--- config.mk ---
export PLATFORM = sky130hd
export DESIGN_NAME = ddr2_cmd_tracker
export DESIGN_NICKNAME = d
export VERILOG_FILES = /design/src/rtl/ddr2_cmd_pkg.sv /design/src/rtl/ddr2_cmd_decode.sv /design/src/rtl/ddr2_bank_track.sv /design/src/rtl/ddr2_pwr_fsm.sv /design/src/rtl/ddr2_burst_guard.sv /design/src/rtl/ddr2_cmd_tracker.sv
export SDC_FILE = /design/constraint.sdc
export NUM_CORES = 1
export LEC_CHECK = 0
export BUFFER_PORTS_ARGS = -buffer_cell sky130_fd_sc_hd__buf_2
export CORE_UTILIZATION = 50
export DETAILED_ROUTE_END_ITERATION = 16
export GPL_ROUTABILITY_DRIVEN = 1
export PLACE_DENSITY = 0.77
export SLEW_MARGIN = 5
export SYNTH_ARGS = -nofsm -noshare
export SYNTH_HDL_FRONTEND = slang
export SYNTH_SLANG_ARGS = --single-unit
--- constraint.sdc ---
create_clock -name clk -period 2.5 [get_ports clk]
set_input_delay 0.75 -clock clk [delete_from_list [all_inputs] [get_ports clk]]
set_output_delay 0.75 -clock clk [all_outputs]
set_load 0.1 [all_outputs]
--- src/rtl/ddr2_cmd_pkg.sv ---
package ddr2_cmd_pkg;

    typedef enum logic [2:0] {
        CMD_NOP  = 3'd0,
        CMD_ACT  = 3'd1,
        CMD_RD   = 3'd2,
        CMD_WR   = 3'd3,
        CMD_PRE  = 3'd4,
        CMD_REF  = 3'd5,
        CMD_SREF = 3'd6,
        CMD_MRS  = 3'd7
    } cmd_e;

    typedef enum logic [1:0] {
        PS_ACTIVE   = 2'd0,
        PS_ACT_PD   = 2'd1,
        PS_PRE_PD   = 2'd2,
        PS_SELF_REF = 2'd3
    } pwr_e;

endpackage

--- src/rtl/ddr2_cmd_decode.sv ---
module ddr2_cmd_decode
    import ddr2_cmd_pkg::*;
(
    input  logic cs_n,
    input  logic ras_n,
    input  logic cas_n,
    input  logic we_n,
    output cmd_e dec
);

    always_comb begin
        if (cs_n) begin
            dec = CMD_NOP;
        end else begin
            unique case ({ras_n, cas_n, we_n})
                3'b011:  dec = CMD_ACT;
                3'b101:  dec = CMD_RD;
                3'b100:  dec = CMD_WR;
                3'b010:  dec = CMD_PRE;
                3'b001:  dec = CMD_REF;
                3'b000:  dec = CMD_MRS;
                default: dec = CMD_NOP;
            endcase
        end
    end

endmodule

--- src/rtl/ddr2_bank_track.sv ---
module ddr2_bank_track
    import ddr2_cmd_pkg::*;
#(
    parameter int NUM_BANKS = 4,
    localparam int BA_W = $clog2(NUM_BANKS)
) (
    input  logic                 clk,
    input  logic                 rst_n,
    input  logic                 exec,
    input  cmd_e                 cmd,
    input  logic [BA_W-1:0]      ba,
    input  logic                 ap_bit,
    output logic [NUM_BANKS-1:0] open_q,
    output logic                 viol
);

    logic tgt_open;
    assign tgt_open = open_q[ba];

    // A violating command is flagged and leaves the bank bit alone.
    always_comb begin
        viol = 1'b0;
        if (exec) begin
            if (cmd == CMD_ACT && tgt_open)
                viol = 1'b1;
            if ((cmd == CMD_RD || cmd == CMD_WR) && !tgt_open)
                viol = 1'b1;
        end
    end

    for (genvar g = 0; g < NUM_BANKS; g++) begin : g_bank
        logic sel;
        assign sel = (ba == BA_W'(g));

        always_ff @(posedge clk or negedge rst_n) begin
            if (!rst_n) begin
                open_q[g] <= 1'b0;
            end else if (exec) begin
                if (cmd == CMD_ACT && sel && !open_q[g])
                    open_q[g] <= 1'b1;
                else if (cmd == CMD_PRE && (ap_bit || sel))
                    open_q[g] <= 1'b0;
                else if ((cmd == CMD_RD || cmd == CMD_WR) && sel && ap_bit && open_q[g])
                    open_q[g] <= 1'b0;
            end
        end
    end

endmodule

--- src/rtl/ddr2_pwr_fsm.sv ---
module ddr2_pwr_fsm
    import ddr2_cmd_pkg::*;
(
    input  logic clk,
    input  logic rst_n,
    input  logic cke,
    input  cmd_e dec,
    input  logic any_open,
    output pwr_e state_o,
    output logic exec,
    output logic sref_entry,
    output logic rx_main_en,
    output logic rx_clk_odt_en
);

    pwr_e ps_q, ps_d, eff;

    // Self-refresh exit is combinational on cke; every other move waits for an edge.
    assign eff = (ps_q == PS_SELF_REF && cke) ? PS_ACTIVE : ps_q;

    always_comb begin
        ps_d       = eff;
        sref_entry = 1'b0;
        unique case (eff)
            PS_ACTIVE: begin
                if (!cke) begin
                    if (dec == CMD_REF && !any_open) begin
                        ps_d       = PS_SELF_REF;
                        sref_entry = 1'b1;
                    end else if (any_open) begin
                        ps_d = PS_ACT_PD;
                    end else begin
                        ps_d = PS_PRE_PD;
                    end
                end
            end
            PS_ACT_PD, PS_PRE_PD: begin
                if (cke)
                    ps_d = PS_ACTIVE;
            end
            PS_SELF_REF: ps_d = PS_SELF_REF;
            default:     ps_d = PS_ACTIVE;
        endcase
    end

    always_ff @(posedge clk or negedge rst_n) begin
        if (!rst_n)
            ps_q <= PS_ACTIVE;
        else
            ps_q <= ps_d;
    end

    always_comb begin
        state_o       = eff;
        exec          = (eff == PS_ACTIVE) && cke;
        rx_main_en    = (eff == PS_ACTIVE);
        rx_clk_odt_en = (eff != PS_SELF_REF);
    end

endmodule

--- src/rtl/ddr2_burst_guard.sv ---
module ddr2_burst_guard #(
    parameter int BURST_CYC = 4,
    localparam int CNT_W = $clog2(BURST_CYC + 1)
) (
    input  logic clk,
    input  logic rst_n,
    input  logic cke,
    input  logic start,
    output logic err_q
);

    logic [CNT_W-1:0] left_q;

    always_ff @(posedge clk or negedge rst_n) begin
        if (!rst_n) begin
            left_q <= '0;
            err_q  <= 1'b0;
        end else begin
            if (left_q != '0 && !cke)
                err_q <= 1'b1;
            if (start)
                left_q <= CNT_W'(BURST_CYC);
            else if (left_q != '0)
                left_q <= left_q - 1'b1;
        end
    end

endmodule

--- src/rtl/ddr2_cmd_tracker.sv ---
module ddr2_cmd_tracker
    import ddr2_cmd_pkg::*;
#(
    parameter int NUM_BANKS = 4,
    parameter int ADDR_W    = 13,
    parameter int AP_BIT    = 10,
    parameter int BURST_CYC = 4,
    localparam int BA_W     = $clog2(NUM_BANKS)
) (
    input  logic                 clk,
    input  logic                 rst_n,
    input  logic                 cke,
    input  logic                 cs_n,
    input  logic                 ras_n,
    input  logic                 cas_n,
    input  logic                 we_n,
    input  logic [BA_W-1:0]      ba,
    input  logic [ADDR_W-1:0]    addr,
    output logic [2:0]           cmd,
    output logic [NUM_BANKS-1:0] bank_open,
    output logic [ADDR_W-1:0]    mode_base,
    output logic [ADDR_W-1:0]    mode_ext,
    output logic [1:0]           pwr_state,
    output logic                 rx_main_en,
    output logic                 rx_clk_odt_en,
    output logic                 proto_err,
    output logic                 cke_burst_err
);

    localparam logic [BA_W-1:0] SEL_BASE = BA_W'(0);
    localparam logic [BA_W-1:0] SEL_EXT  = BA_W'(1);

    cmd_e dec, cmd_q;
    pwr_e pstate;
    logic exec, sref_entry, viol;

    ddr2_cmd_decode u_dec (
        .cs_n  (cs_n),
        .ras_n (ras_n),
        .cas_n (cas_n),
        .we_n  (we_n),
        .dec   (dec)
    );

    ddr2_pwr_fsm u_pwr (
        .clk           (clk),
        .rst_n         (rst_n),
        .cke           (cke),
        .dec           (dec),
        .any_open      (|bank_open),
        .state_o       (pstate),
        .exec          (exec),
        .sref_entry    (sref_entry),
        .rx_main_en    (rx_main_en),
        .rx_clk_odt_en (rx_clk_odt_en)
    );

    ddr2_bank_track #(.NUM_BANKS(NUM_BANKS)) u_banks (
        .clk    (clk),
        .rst_n  (rst_n),
        .exec   (exec),
        .cmd    (dec),
        .ba     (ba),
        .ap_bit (addr[AP_BIT]),
        .open_q (bank_open),
        .viol   (viol)
    );

    ddr2_burst_guard #(.BURST_CYC(BURST_CYC)) u_burst (
        .clk   (clk),
        .rst_n (rst_n),
        .cke   (cke),
        .start (exec && (dec == CMD_RD || dec == CMD_WR)),
        .err_q (cke_burst_err)
    );

    always_ff @(posedge clk or negedge rst_n) begin
        if (!rst_n) begin
            cmd_q     <= CMD_NOP;
            mode_base <= '0;
            mode_ext  <= '0;
            proto_err <= 1'b0;
        end else begin
            if (exec)
                cmd_q <= dec;
            else if (sref_entry)
                cmd_q <= CMD_SREF;
            else
                cmd_q <= CMD_NOP;
            if (exec && dec == CMD_MRS && ba == SEL_BASE)
                mode_base <= addr;
            if (exec && dec == CMD_MRS && ba == SEL_EXT)
                mode_ext <= addr;
            if (viol)
                proto_err <= 1'b1;
        end
    end

    assign cmd       = cmd_q;
    assign pwr_state = pstate;

endmodule

Word level (Yosys, flattened, before mapping):

Index checks and enable logic that the tools add are counted.

* flip-flop bits (word level): 40
* input port bits: 22
* output and inout port bits: 39
* word-level logic and storage cells: 125

* add/subtract/negate cells: 1
* order comparisons: 1
* equal/unequal tests: 19
* multiplexer cells: 32
* reduce and logical (&&, ||, !) cells: 61

Operators by type and width (number)
* $logic_and A1 B1 Y1: 34
* $mux W1: 19
* $pmux W3 S6: 1
* $eq A3 B3 Y1 const B: 5
* $mux W3: 5
* $reduce_bool A3 Y1: 5
* $eq A3 B2 Y1 const B: 4
* $eq A2 B2 Y1 const B: 5
* $mux W2: 5
* $reduce_and A2 Y1: 4
* $logic_not A1 Y1: 7
* $eq A3 B1 Y1 const B: 2
* $pmux W2 S3: 1
* $logic_or A1 B1 Y1: 5
* $eq A2 B1 Y1 const B: 2
* $logic_not A2 Y1: 2
* $reduce_or A4 Y1: 1
* $logic_not A3 Y1: 1
* $lt A2 B3 Y1 const B: 1
* $sub A3 B1 Y3 const B: 1
* $bmux W1 S2: 1
* $ne A2 B2 Y1 const B: 1
* $reduce_bool A2 Y1: 1
* $reduce_or A2 Y1: 1

Depth between registers and ports, before layout:

Gate-level depths: netlist of run 1.

* depth after elaboration: 11
* depth in mapped cells: 9
* mapped depth without buffers: 7

Modules after synthesis:

Synthesis of run 1 repeated with hierarchy kept, for this count alone.

* cell total of the unflattened synthesis: 148
* area total of the unflattened synthesis: 1916.8 um^2

Modules (own cells, without submodules)
* ddr2_cmd_tracker: instances 1, cells an instance 72, area each 1177.4 um^2, sequential area each 750.7 um^2
* ddr2_bank_track: instances 1, cells an instance 31, area each 304.0 um^2, sequential area each 100.1 um^2
* ddr2_burst_guard: instances 1, cells an instance 18, area each 216.5 um^2, sequential area each 100.1 um^2
* ddr2_pwr_fsm: instances 1, cells an instance 22, area each 178.9 um^2, sequential area each 50.0 um^2
* ddr2_cmd_decode: instances 1, cells an instance 5, area each 40.0 um^2, sequential area each 0.0 um^2

Worst setup path after synthesis of run 1:

OpenSTA, ideal clock, no wires.

* path kind: in2out
* from: in cke
* to: out rx_clk_odt_en
* arrival time: 2.356 ns
* data required time: 1.750 ns
* setup slack: -0.606 ns
* stages: 6
* path buffers: 1
* cells stage by stage: buf_4 > nand2_1 > nand2_1 > inv_1 > ha_1 > inv_1

* word-level cells in the longest chain between the ends: 3

RTL lines
* from (decl): RTL line ddr2_cmd_tracker.sv:12 `input logic cke,`
* $logic_and A1 B1 Y1: RTL line ddr2_pwr_fsm.sv:19 `assign eff = (ps_q == PS_SELF_REF && cke) ? PS_ACTIVE : ps_q;`
* $mux W2: RTL line ddr2_pwr_fsm.sv:19
* via pwr_state[0]: RTL line ddr2_cmd_tracker.sv:23 `output logic [1:0] pwr_state,`
* $ne A2 B2 Y1: RTL line ddr2_pwr_fsm.sv:57 `rx_clk_odt_en = (eff != PS_SELF_REF);`
* to (decl): RTL line ddr2_cmd_tracker.sv:25 `output logic rx_clk_odt_en,`

The timed path passes the listed nets, and every way through them passes these cells.

Worst setup path after layout of run 1:

* from: in cke
* to: out rx_clk_odt_en

* word-level cells in the longest chain between the ends: 3

RTL lines (RTL line)
* $logic_and A1 B1 Y1: ddr2_pwr_fsm.sv:19
* $mux W2: ddr2_pwr_fsm.sv:19
* $ne A2 B2 Y1: ddr2_pwr_fsm.sv:57

No other way between the ends.

==> flow_summary.yaml, run 1 <==
setup_path:
  cp-start-kind: "primary input"
  worstPathMaxFanout: 5
  critPathMaxStageDelay_ns: 0.19
  critPathKind: "primary input to output pin"
  cp_cell_sequence: "buf_2 -> nand2_1 -> nand2_2 -> clkinvlp_4 -> ha_4 -> clkinvlp_4 -> buf_12"
  cp-end-kind: "output pin"
  crit_family: "buffers and inverters"
  crit_slowest_cell: "ha_4"
  cp.arrival_ns: 1.61
  crit_top_cell: "clkinvlp_4"
  crit_buf_inv: 4
  required_ns: 1.75
clock_network:
  clkTransAtPathRegs_ns: 0.07
  numCtsBuffers: 5
  cts_buffer_depth: 2
  clock-root-buffer: "clkbuf_8"
  holdBufCountCts: 0
  cts_resized: 0
  h-tree-depth: 2
  worstSkewPairLatency_ns: 0.29
  cts_tree: "built"
  post_cts_buffers: 0
  cts.sinks: 40
drt:
  num_vias: 1415
  avgRoutedWirePerCell_microns: 14.7
  ant_nets: 0
  firstDrtPassIters: 4
  vias_per_cell: 5.38
  drc: 0
  dr.first_iter.drc_count: 60
  postRouteWirelength_microns: 3870
floorplan:
  initial_core_util: 0.522
  die_h_microns: 63.8
  rows: 22
  die_area_sq_um: 4070
  die_w_microns: 63.8
  core_area_sq_um: 3660
  pin_count: 61
place:
  gp_congestion: 0.818
  portBuffers: 60
  dpl.hpwl_microns: 3000
  dpl_cell_area_sq_um: 2330
synth:
  synthAdderAreaFrac: 0.0262
  ys_seq_area_frac: 0.524
  yosys.area_share.simple: 0.134
  synth_warnings: 0
  synth_xor_area_frac: 0.00458
  avgSynthCellArea_sq_um: 12.7
  synth_ff_type: "dfrtp_1"
  syn_inst: 151
  synth_top_family_by_area: "multiplexers"
  synth-compound-area-share: 0.0878
  synth_edf_count: 0
  synth_fp_nets: 177
  yosys.cell_types.count: 43
  synth.area.mux_share: 0.179
  netlist_area_sq_um: 1910
  ys_ff_latch: 40
  ys_async_sr_fraction: 1.00
power:
  switching_share: 0.511
  finalPower_mw: 3.06
  p_switching_mw: 1.56
  combPwrFrac: 0.545
  power_density_nw_per_um2: 1250
  p_leak_nw: 1.27
  p_seq_frac: 0.285
  pwr-share-clk: 0.170
  intPower_mw: 1.49
  vdd_ir_drop_max_v: 0.000706
timing:
  fin_tns_setup_ns: 0
  relSlewSlack: 0.432
  setup_viol: 0
  grt_setup_unrepaired: "false"
  worst_pin_slew_ns: 0.852
  finalClockSkew_ns: 0.00833
  hold_viol_final: 0
  drv_slew: 0
  max_freq_ghz: 0.424
  min_period_over_period: 0.944
  post-route-min-period_ns: 2.36
grt:
  grt_usage: 0.210
  antenna_found_initial: 0
  grt_start_max_net_pins: 41
  grt_pass1_vias: 1429
  overflow: 0
  grt_first_pass_wirelength_microns: 6480
cells_and_area:
  fin_area_sq_um: 2440
  fin_nets: 240
  layout-drive-gt1-share: 0.516
  area_growth_pct: 27.6
  diodes: 0
hold_path:
  holdCritPathClass: "register to register"
job:
  maxCapViolCount: 0
status:
  outcome: "complete, no violations"
## cell usage in the layout, fill, tap and decap left out, drive strengths merged, types with 2 or more instances in the layout
cell type,synthesis,routed
dfrtp,40,40
clkinvlp,0,4
nor3,2,2
o21ai,2,2
mux2i,2,2
inv,8,5
nand3,2,2
nand4,3,3
nand2,13,13
a21oi,4,4
nor2,8,8
buf,5,62
mux2,26,26
o211ai,2,2
ha,4,4
a21o,3,3
a31oi,2,2
o311ai,3,3
nand2b,2,2
clkbuf,1,5
and3b,2,2
## flip-flops by register name (all words and copies together) (netlist names)
| name | cells |
|---|---|
| u_pwr.ps_q | 2 |
| cmd | 3 |
| u_banks.open_q | 4 |
| u_burst.left_q | 3 |
| proto_err | 1 |
| u_burst.err_q | 1 |
| mode_ext | 13 |
| mode_base | 13 |
## cell type report
| class | count | area (sq um) |
|---|---|---|
| inverters | 8 | 41.3 |
| fillers | 280 | 1220 |
| repair buffers | 62 | 375 |
| multi-input cells | 97 | 848 |
| clock buffers | 5 | 68.8 |
| flip-flops and latches | 40 | 1000 |
| clock inverters | 3 | 42.5 |
| well taps | 48 | 60.1 |
## final timing paths
path | to | startpoint | slack [ns] | cells after the start
setup reg to reg | u_banks.open_q[0]$_DFFE_PN0P_ | u_pwr.ps_q[1]$_DFF_PN0_ | 0.43 | 7
setup / recovery | rx_clk_odt_en | cke | 0.14 | 7
hold reg to reg | u_burst.err_q$_DFFE_PN0P_ | u_burst.err_q$_DFFE_PN0P_ | 0.46 | 1
max in group asynchronous | mode_base[1]$_DFFE_PN0P_ | rst_n | 1.41 | 1
min in group asynchronous | u_burst.err_q$_DFFE_PN0P_ | rst_n | 0.57 | 1
hold / removal | u_burst.err_q$_DFFE_PN0P_ | u_burst.err_q$_DFFE_PN0P_ | 0.46 | 1
## per-stage QoR
step | std cells | hold slack [ns] | util | setup slack, ns
floorplan | 151 | 0.454 | - | -0.357
global placement | 255 | 0.441 | 0.635 | 0.0548
detailed placement | 255 | 0.448 | 0.635 | -0.0460
CTS | 263 | 0.464 | 0.666 | 0.129
global route | 263 | 0.478 | 0.666 | 0.0773
finish | 263 | 0.458 | 0.666 | 0.139
## layer usage
metal | share of wire | up-vias | track usage
met5 | 0 | - | 0
met4 | 0.017 | 0 | 0.0767
met3 | 0.064 | 6 | 0.0571
met2 | 0.53 | 49 | 0.368
met1 | 0.39 | 697 | 0.245
li1 | - | 663 | -
## cells by family after synthesis
kind of cell | after synthesis
flip-flops | 40
multiplexers | 29
XOR/XNOR | 1
AO/OA/AOI/OAI | 22
adder cells (fa/ha/maj) | 4
AND/OR/NAND/NOR | 41
buffers and inverters | 14
## power groups by stage
stage               Clock, mW  Combinational (mW)  Sequential [mW]
floorplan                   0               0.605             1.58
global placement            0                1.64            0.874
detailed placement          0                1.68            0.883
CTS                     0.527                1.68            0.871
global route            0.554                1.74            0.888
finish                  0.519                1.67            0.870
## synthesized netlist by cell type, drive strengths merged, types with 2 or more instances
cell type / n / area, sq um
nand4: 3 / 33.8
o21ai: 2 / 10.0
mux2i: 2 / 20.0
nor3: 2 / 10.0
nand3: 2 / 10.0
a21o: 3 / 22.5
o211ai: 2 / 15.0
a21oi: 4 / 23.8
mux2: 26 / 297
ha: 4 / 50.1
and3b: 2 / 17.5
o311ai: 3 / 26.3
dfrtp: 40 / 1000
nand2: 13 / 48.8
nor2: 8 / 37.5
inv: 8 / 30.0
a31oi: 2 / 12.5
nand2b: 2 / 12.5
buf: 5 / 48.8
Note: power is estimated with default switching activity, not from simulation.
==> run 2: changes to the inputs <==
--- a/config.mk
+++ b/config.mk
@@ -6,10 +6,12 @@
 export NUM_CORES = 1
 export LEC_CHECK = 0
 export BUFFER_PORTS_ARGS = -buffer_cell sky130_fd_sc_hd__buf_2
+export CORE_MARGIN = 2
 export CORE_UTILIZATION = 50
 export DETAILED_ROUTE_END_ITERATION = 16
 export GPL_ROUTABILITY_DRIVEN = 1
 export PLACE_DENSITY = 0.77
+export RECOVER_POWER = 100
 export SLEW_MARGIN = 5
 export SYNTH_ARGS = -nofsm -noshare
 export SYNTH_HDL_FRONTEND = slang
==> run 2 against run 1 <==
- setup slack better by 0.0041 ns
- first-iteration DRC count fell by 37%
- worst hold slack improved by 0.0015 ns
- combinational power is 2% lower
==> flow_summary.yaml, run 2 (synthesis results as in run 1) <==
setup_path:
  worstPathMaxFanout: 3
  crit_buf_inv: 4
  rr_worst_depth: 7
  crit_family: "buffers and inverters"
  r2r-start: "u_pwr.ps_q[1]$_DFF_PN0_"
  cp-end-kind: "output pin"
  r2r_slack_ns: 0.34
  cp-start-kind: "primary input"
  required_ns: 1.75
  critPathKind: "primary input to output pin"
  crit_slowest_cell: "ha_4"
  critPathMaxStageDelay_ns: 0.19
  cp.arrival_ns: 1.61
  r2r_end: "u_banks.open_q[0]$_DFFE_PN0P_"
  cp_cell_sequence: "buf_2 -> nand2_1 -> nand2_1 -> clkinvlp_4 -> ha_4 -> clkinvlp_4 -> buf_12"
drt:
  ant_nets: 0
  avgRoutedWirePerCell_microns: 15.4
  num_vias: 1417
  dr.first_iter.drc_count: 38
  vias_per_cell: 5.39
  drc: 0
  postRouteWirelength_microns: 4060
  firstDrtPassIters: 4
floorplan:
  pin_count: 61
  die_area_sq_um: 4330
  rows: 22
  core_area_sq_um: 3660
  die_h_microns: 65.8
  die_w_microns: 65.8
  initial_core_util: 0.522
timing:
  hold_viol_final: 0
  setup_viol: 0
  worst_pin_slew_ns: 1.17
  post-route-min-period_ns: 2.36
  max_freq_ghz: 0.424
  drv_slew: 0
  worst_slack_ns: 0.143
  relSlewSlack: 0.222
  grt_setup_unrepaired: "false"
  fin_hold_ws_ns: 0.459
  finalClockSkew_ns: 0.00558
  min_period_over_period: 0.943
grt:
  overflow: 0
  antenna_found_initial: 0
  grt_usage: 0.207
  grt_start_max_net_pins: 41
  grt_pass1_vias: 1498
  grt_first_pass_wirelength_microns: 6700
clock_network:
  post_cts_buffers: 0
  numCtsBuffers: 5
  worstSkewPairLatency_ns: 0.29
  cts_buffer_depth: 2
  holdBufCountCts: 0
  clock-root-buffer: "clkbuf_8"
  clkTransAtPathRegs_ns: 0.08
  cts_resized: 0
  h-tree-depth: 2
  cts_tree: "built"
  cts.sinks: 40
cells_and_area:
  final_common_cell: "dfrtp_1"
  fin_area_sq_um: 2390
  post-route-util: 0.654
  layout_common_cells: "40 x dfrtp_1, 33 x clkbuf_2, 25 x mux2_2, 20 x buf_2, 11 x nand2_1"
  diodes: 0
  multi_input_area_sq_um: 822
  layout-drive-gt1-share: 0.470
  fin_nets: 240
  layout.area.seq_sq_um: 1000
  area_growth_pct: 25.3
  nFillCells: 279
  reg_top3: "mode_base x13, mode_ext x13, u_banks.open_q x4"
power:
  p_leak_nw: 1.23
  power_density_nw_per_um2: 1260
  vdd_ir_drop_max_v: 0.000842
hold_path:
  hold_end: "u_burst.err_q$_DFFE_PN0P_"
  holdCritStartpoint: "u_burst.err_q$_DFFE_PN0P_"
  whs_path_depth: 1
  holdCritPathClass: "register to register"
status:
  outcome: "complete, no violations"
place:
  dpl_worst_slack_ns: 0.00531
  gp_congestion: 0.769
  portBuffers: 60
  dpl_cell_area_sq_um: 2330
  dpl.hpwl_microns: 3020
job:
  maxCapViolCount: 0
[run 2: changes by cell type in the layout (fill, tap and decap cells not counted), moves of 2 or more]
cell	delta
clkbuf_2	+33
o311ai_1	-2
buf_2	-36
clkbuf_1	+4
o311ai_0	+2
[run 2: worst reg2reg max path, stage by stage (launching register included)]
cell,delay (ns)
dfrtp_1,0.44
nand2_1,0.07
nand2_1,0.12
ha_1,0.21
and3b_1,0.43
nand3b_1,0.26
o311ai_0,0.36
o211ai_1,0.13
[run 2: report_power, final]
part	leakage (nW)	internal, mW	switching (mW)
combinational	0.664	0.377	1.25
clock	0.0541	0.295	0.224
sequential	0.514	0.786	0.0896
[run 2: metrics by stage]
step | std cells | setup TNS (ns) | power, mW
after floorplan | 151 | -2.84 | 2.18
after global placement | 255 | 0 | 2.51
after detailed placement | 255 | 0 | 2.57
after CTS | 263 | 0 | 3.09
after global routing | 263 | 0 | 3.15
final | 263 | 0 | 3.03
[run 2: routing by layer]
metal,part of all wire,vias up,track usage
met2,0.54,51,0.381
met4,0.013,0,0.0755
met3,0.066,8,0.0596
met1,0.38,695,0.221
met5,0,-,0
li1,-,663,-
[run 2: how the worst max path moves through the flow]
stage               slack (ns)                            end  startpoint  cells after the start
global placement          0.10  u_banks.open_q[0]$_DFFE_PN0P_         cke                      8
CTS                       0.17                  rx_clk_odt_en         cke                      7
floorplan                -0.36                  rx_clk_odt_en         cke                      6
finish                    0.14                  rx_clk_odt_en         cke                      7
detailed placement       0.005        mode_ext[6]$_DFFE_PN0P_         cke                      7
global route              0.08                  rx_clk_odt_en         cke                      7
[run 2: final cells by class]
type / count / share of cell area
well taps: 48 / 0.0251
multi-input cells: 97 / 0.343
clock buffers: 5 / 0.0287
flip-flops and latches: 40 / 0.418
clock inverters: 3 / 0.0178
inverters: 8 / 0.0172
repair buffers: 62 / 0.150
==> run 3: changes to the inputs <==
--- a/config.mk
+++ b/config.mk
@@ -5,9 +5,10 @@
 export SDC_FILE = /design/constraint.sdc
 export NUM_CORES = 1
 export LEC_CHECK = 0
+export ABC_AREA = 1
 export BUFFER_PORTS_ARGS = -buffer_cell sky130_fd_sc_hd__buf_2
 export CORE_MARGIN = 2
-export CORE_UTILIZATION = 50
+export CORE_UTILIZATION = 51
 export DETAILED_ROUTE_END_ITERATION = 16
 export GPL_ROUTABILITY_DRIVEN = 1
 export PLACE_DENSITY = 0.77
==> run 3 against run 2 <==
- sequential power decreased by 4.0%
- register-to-register slack about the same
- via count increased by 21%
- first-iteration DRC count increased to 3.5 times the previous value
- critical endpoint unchanged
- largest power group unchanged
==> flow_summary.yaml, run 3 <==
place:
  dpl.hpwl_microns: 3100
  gp_congestion: 0.852
  dpl_worst_slack_ns: 0.0745
  dp_cells: 348
  portBuffers: 60
synth:
  synth_warnings: 0
  ys_seq_area_frac: 0.477
  synthTopCellsByCount: "51 x nand2_1, 40 x dfrtp_1, 39 x inv_1, 26 x o21ai_2, 16 x nand2_2"
  synthAdderAreaFrac: 0.0239
  synth_area_leaders: "dfrtp_1 48%, o21ai_2 11%, nand2_1 9.1%"
  netlist_area_sq_um: 2100
  synth_edf_count: 0
  yosys.cell_types.count: 23
  ys_ff_latch: 40
  synth_ff_type: "dfrtp_1"
  avgSynthCellArea_sq_um: 8.81
  synth_xor_area_frac: 0.00418
  synth.area.mux_share: 0
  synth_most_common_cell: "nand2_1"
  synth-compound-area-share: 0.156
  yosys.area_share.simple: 0.241
  syn_inst: 238
  synth_top_family_by_area: "simple AND/OR/NAND/NOR gates"
  ys_async_sr_fraction: 1.00
  yosys.area.top_type: "dfrtp_1"
  yosysTopAreaCellShare: 0.477
  synth_fp_nets: 264
cells_and_area:
  area_growth_pct: 23.2
  nFillCells: 347
  reg_top3: "mode_base x13, mode_ext x13, u_banks.open_q x4"
  layout_common_cells: "60 x nand2_1, 40 x dfrtp_1, 37 x inv_1, 34 x clkbuf_2, 21 x buf_2"
  fin_nets: 332
  diodes: 0
  final_common_cell: "nand2_1"
  final_cells: 357
  layout-drive-gt1-share: 0.355
setup_path:
  critPathKind: "primary input to output pin"
  cp.arrival_ns: 1.66
  cp-start-kind: "primary input"
  cp-end-kind: "output pin"
  worstPathMaxFanout: 6
  required_ns: 1.75
clock_network:
  cts_buffer_depth: 2
  cts.sinks: 40
  h-tree-depth: 2
  clock-root-buffer: "clkbuf_8"
  numCtsBuffers: 5
  cts_tree: "built"
  worstSkewPairLatency_ns: 0.30
  clkTransAtPathRegs_ns: 0.08
power:
  finalPower_mw: 2.75
  p_leak_nw: 1.42
  vdd_ir_drop_max_v: 0.000552
  power_density_nw_per_um2: 1060
drt:
  postRouteWirelength_microns: 4180
  firstDrtPassIters: 4
  dr.first_iter.drc_count: 132
  avgRoutedWirePerCell_microns: 11.7
  wl_met3_microns: 226
  drc: 0
  vias_per_cell: 4.82
  num_vias: 1719
  highest_layer: "met4"
  wl_met1_microns: 1900
  wl_met2_microns: 2000
  ant_nets: 0
grt:
  grt_first_pass_wirelength_microns: 6630
  overflow: 0
  grt_pass1_vias: 1522
  grt_usage: 0.190
  antenna_found_initial: 0
  grt_start_max_net_pins: 41
timing:
  hold_viol_final: 0
  max_freq_ghz: 0.415
  min_period_over_period: 0.963
  finalClockSkew_ns: 0.00804
  post-route-min-period_ns: 2.41
  worst_slack_ns: 0.0913
  relSlewSlack: 0.230
  fin_hold_ws_ns: 0.465
  grt_setup_unrepaired: "false"
  worst_pin_slew_ns: 1.16
  setup_viol: 0
  drv_slew: 0
status:
  outcome: "complete, no violations"
floorplan:
  die_w_microns: 68.1
  core_area_sq_um: 3970
  initial_core_util: 0.528
  die_h_microns: 68.1
  rows: 23
  die_area_sq_um: 4640
  pin_count: 61
job:
  maxCapViolCount: 0
hold_path:
  holdCritPathClass: "register to register"
-- run 3: cell types whose count changed after synthesis, sizes merged, moves of 2 or more --
cell	previous run	this run
o21ai	2	37
nand2	13	70
o311ai	3	0
inv	8	39
a21oi	4	6
and3b	2	0
nor2	8	16
nand2b	2	0
mux2	26	0
mux2i	2	0
a21o	3	0
o211ai	2	0
nand3	2	10
-- run 3: cell type report --
cell class                 instances  area, sq um  area share
clock inverter                     2         38.8      0.0150
clock buffer                       6         82.6      0.0320
tap                               50         62.6      0.0242
multi-input combinational        153          851       0.329
inverter                          40          159      0.0615
sequential                        40         1000       0.388
timing repair buffer              66          388       0.150
-- run 3: power by group --
part	switching (mW)	internal (mW)	leakage, nW
Sequential	0.0850	0.756	0.531
Clock	0.236	0.327	0.0614
Combinational	1.06	0.280	0.824
-- run 3: cells by family after synthesis --
family | Yosys count
AND/OR/NAND/NOR | 103
AO/OA/AOI/OAI | 45
buffers and inverters | 45
flip-flops | 40
adder cells (fa/ha/maj) | 4
XOR/XNOR | 1
-- run 3: worst paths after layout --
kind	slack [ns]	start	endpoint	depth (start not counted)
setup / recovery	0.09	cke	rx_clk_odt_en	7
hold / removal	0.47	proto_err$_DFFE_PN0P_	proto_err$_DFFE_PN0P_	2
setup reg to reg	0.34	u_pwr.ps_q[0]$_DFF_PN0_	mode_base[4]$_DFFE_PN0P_	11
hold reg to reg	0.47	proto_err$_DFFE_PN0P_	proto_err$_DFFE_PN0P_	2
max in group asynchronous	1.22	rst_n	cmd[1]$_DFF_PN0_	2
min in group asynchronous	0.68	rst_n	proto_err$_DFFE_PN0P_	2
-- run 3: worst max-delay path, cell delays in order --
cell	delay (ns)
buf_2	0.16
nand2_2	0.08
nand2_2	0.11
clkinvlp_4	0.12
ha_4	0.17
clkinvlp_4	0.06
buf_8	0.19
-- run 3: repair_timing --
action                     in CTS  in global routing
resized for setup               0                  0
setup endpoints to repair       0                  1
setup buffers                   0                  1
hold buffers                    0                  0
-- run 3: metrics by stage --
stage / util / instance area (sq um) / TNS, ns
CTS: 0.678 / 2690 / 0
floorplan: - / 2140 / -6.01
global placement: 0.647 / 2570 / 0
global route: 0.650 / 2580 / 0
detailed placement: 0.647 / 2570 / 0
finish: 0.650 / 2580 / 0
-- run 3: per-layer routing --
layer,vias to the layer above,global-route usage
met5,-,0
met4,0,0.0625
met3,6,0.0526
met2,49,0.303
met1,781,0.249
li1,883,-
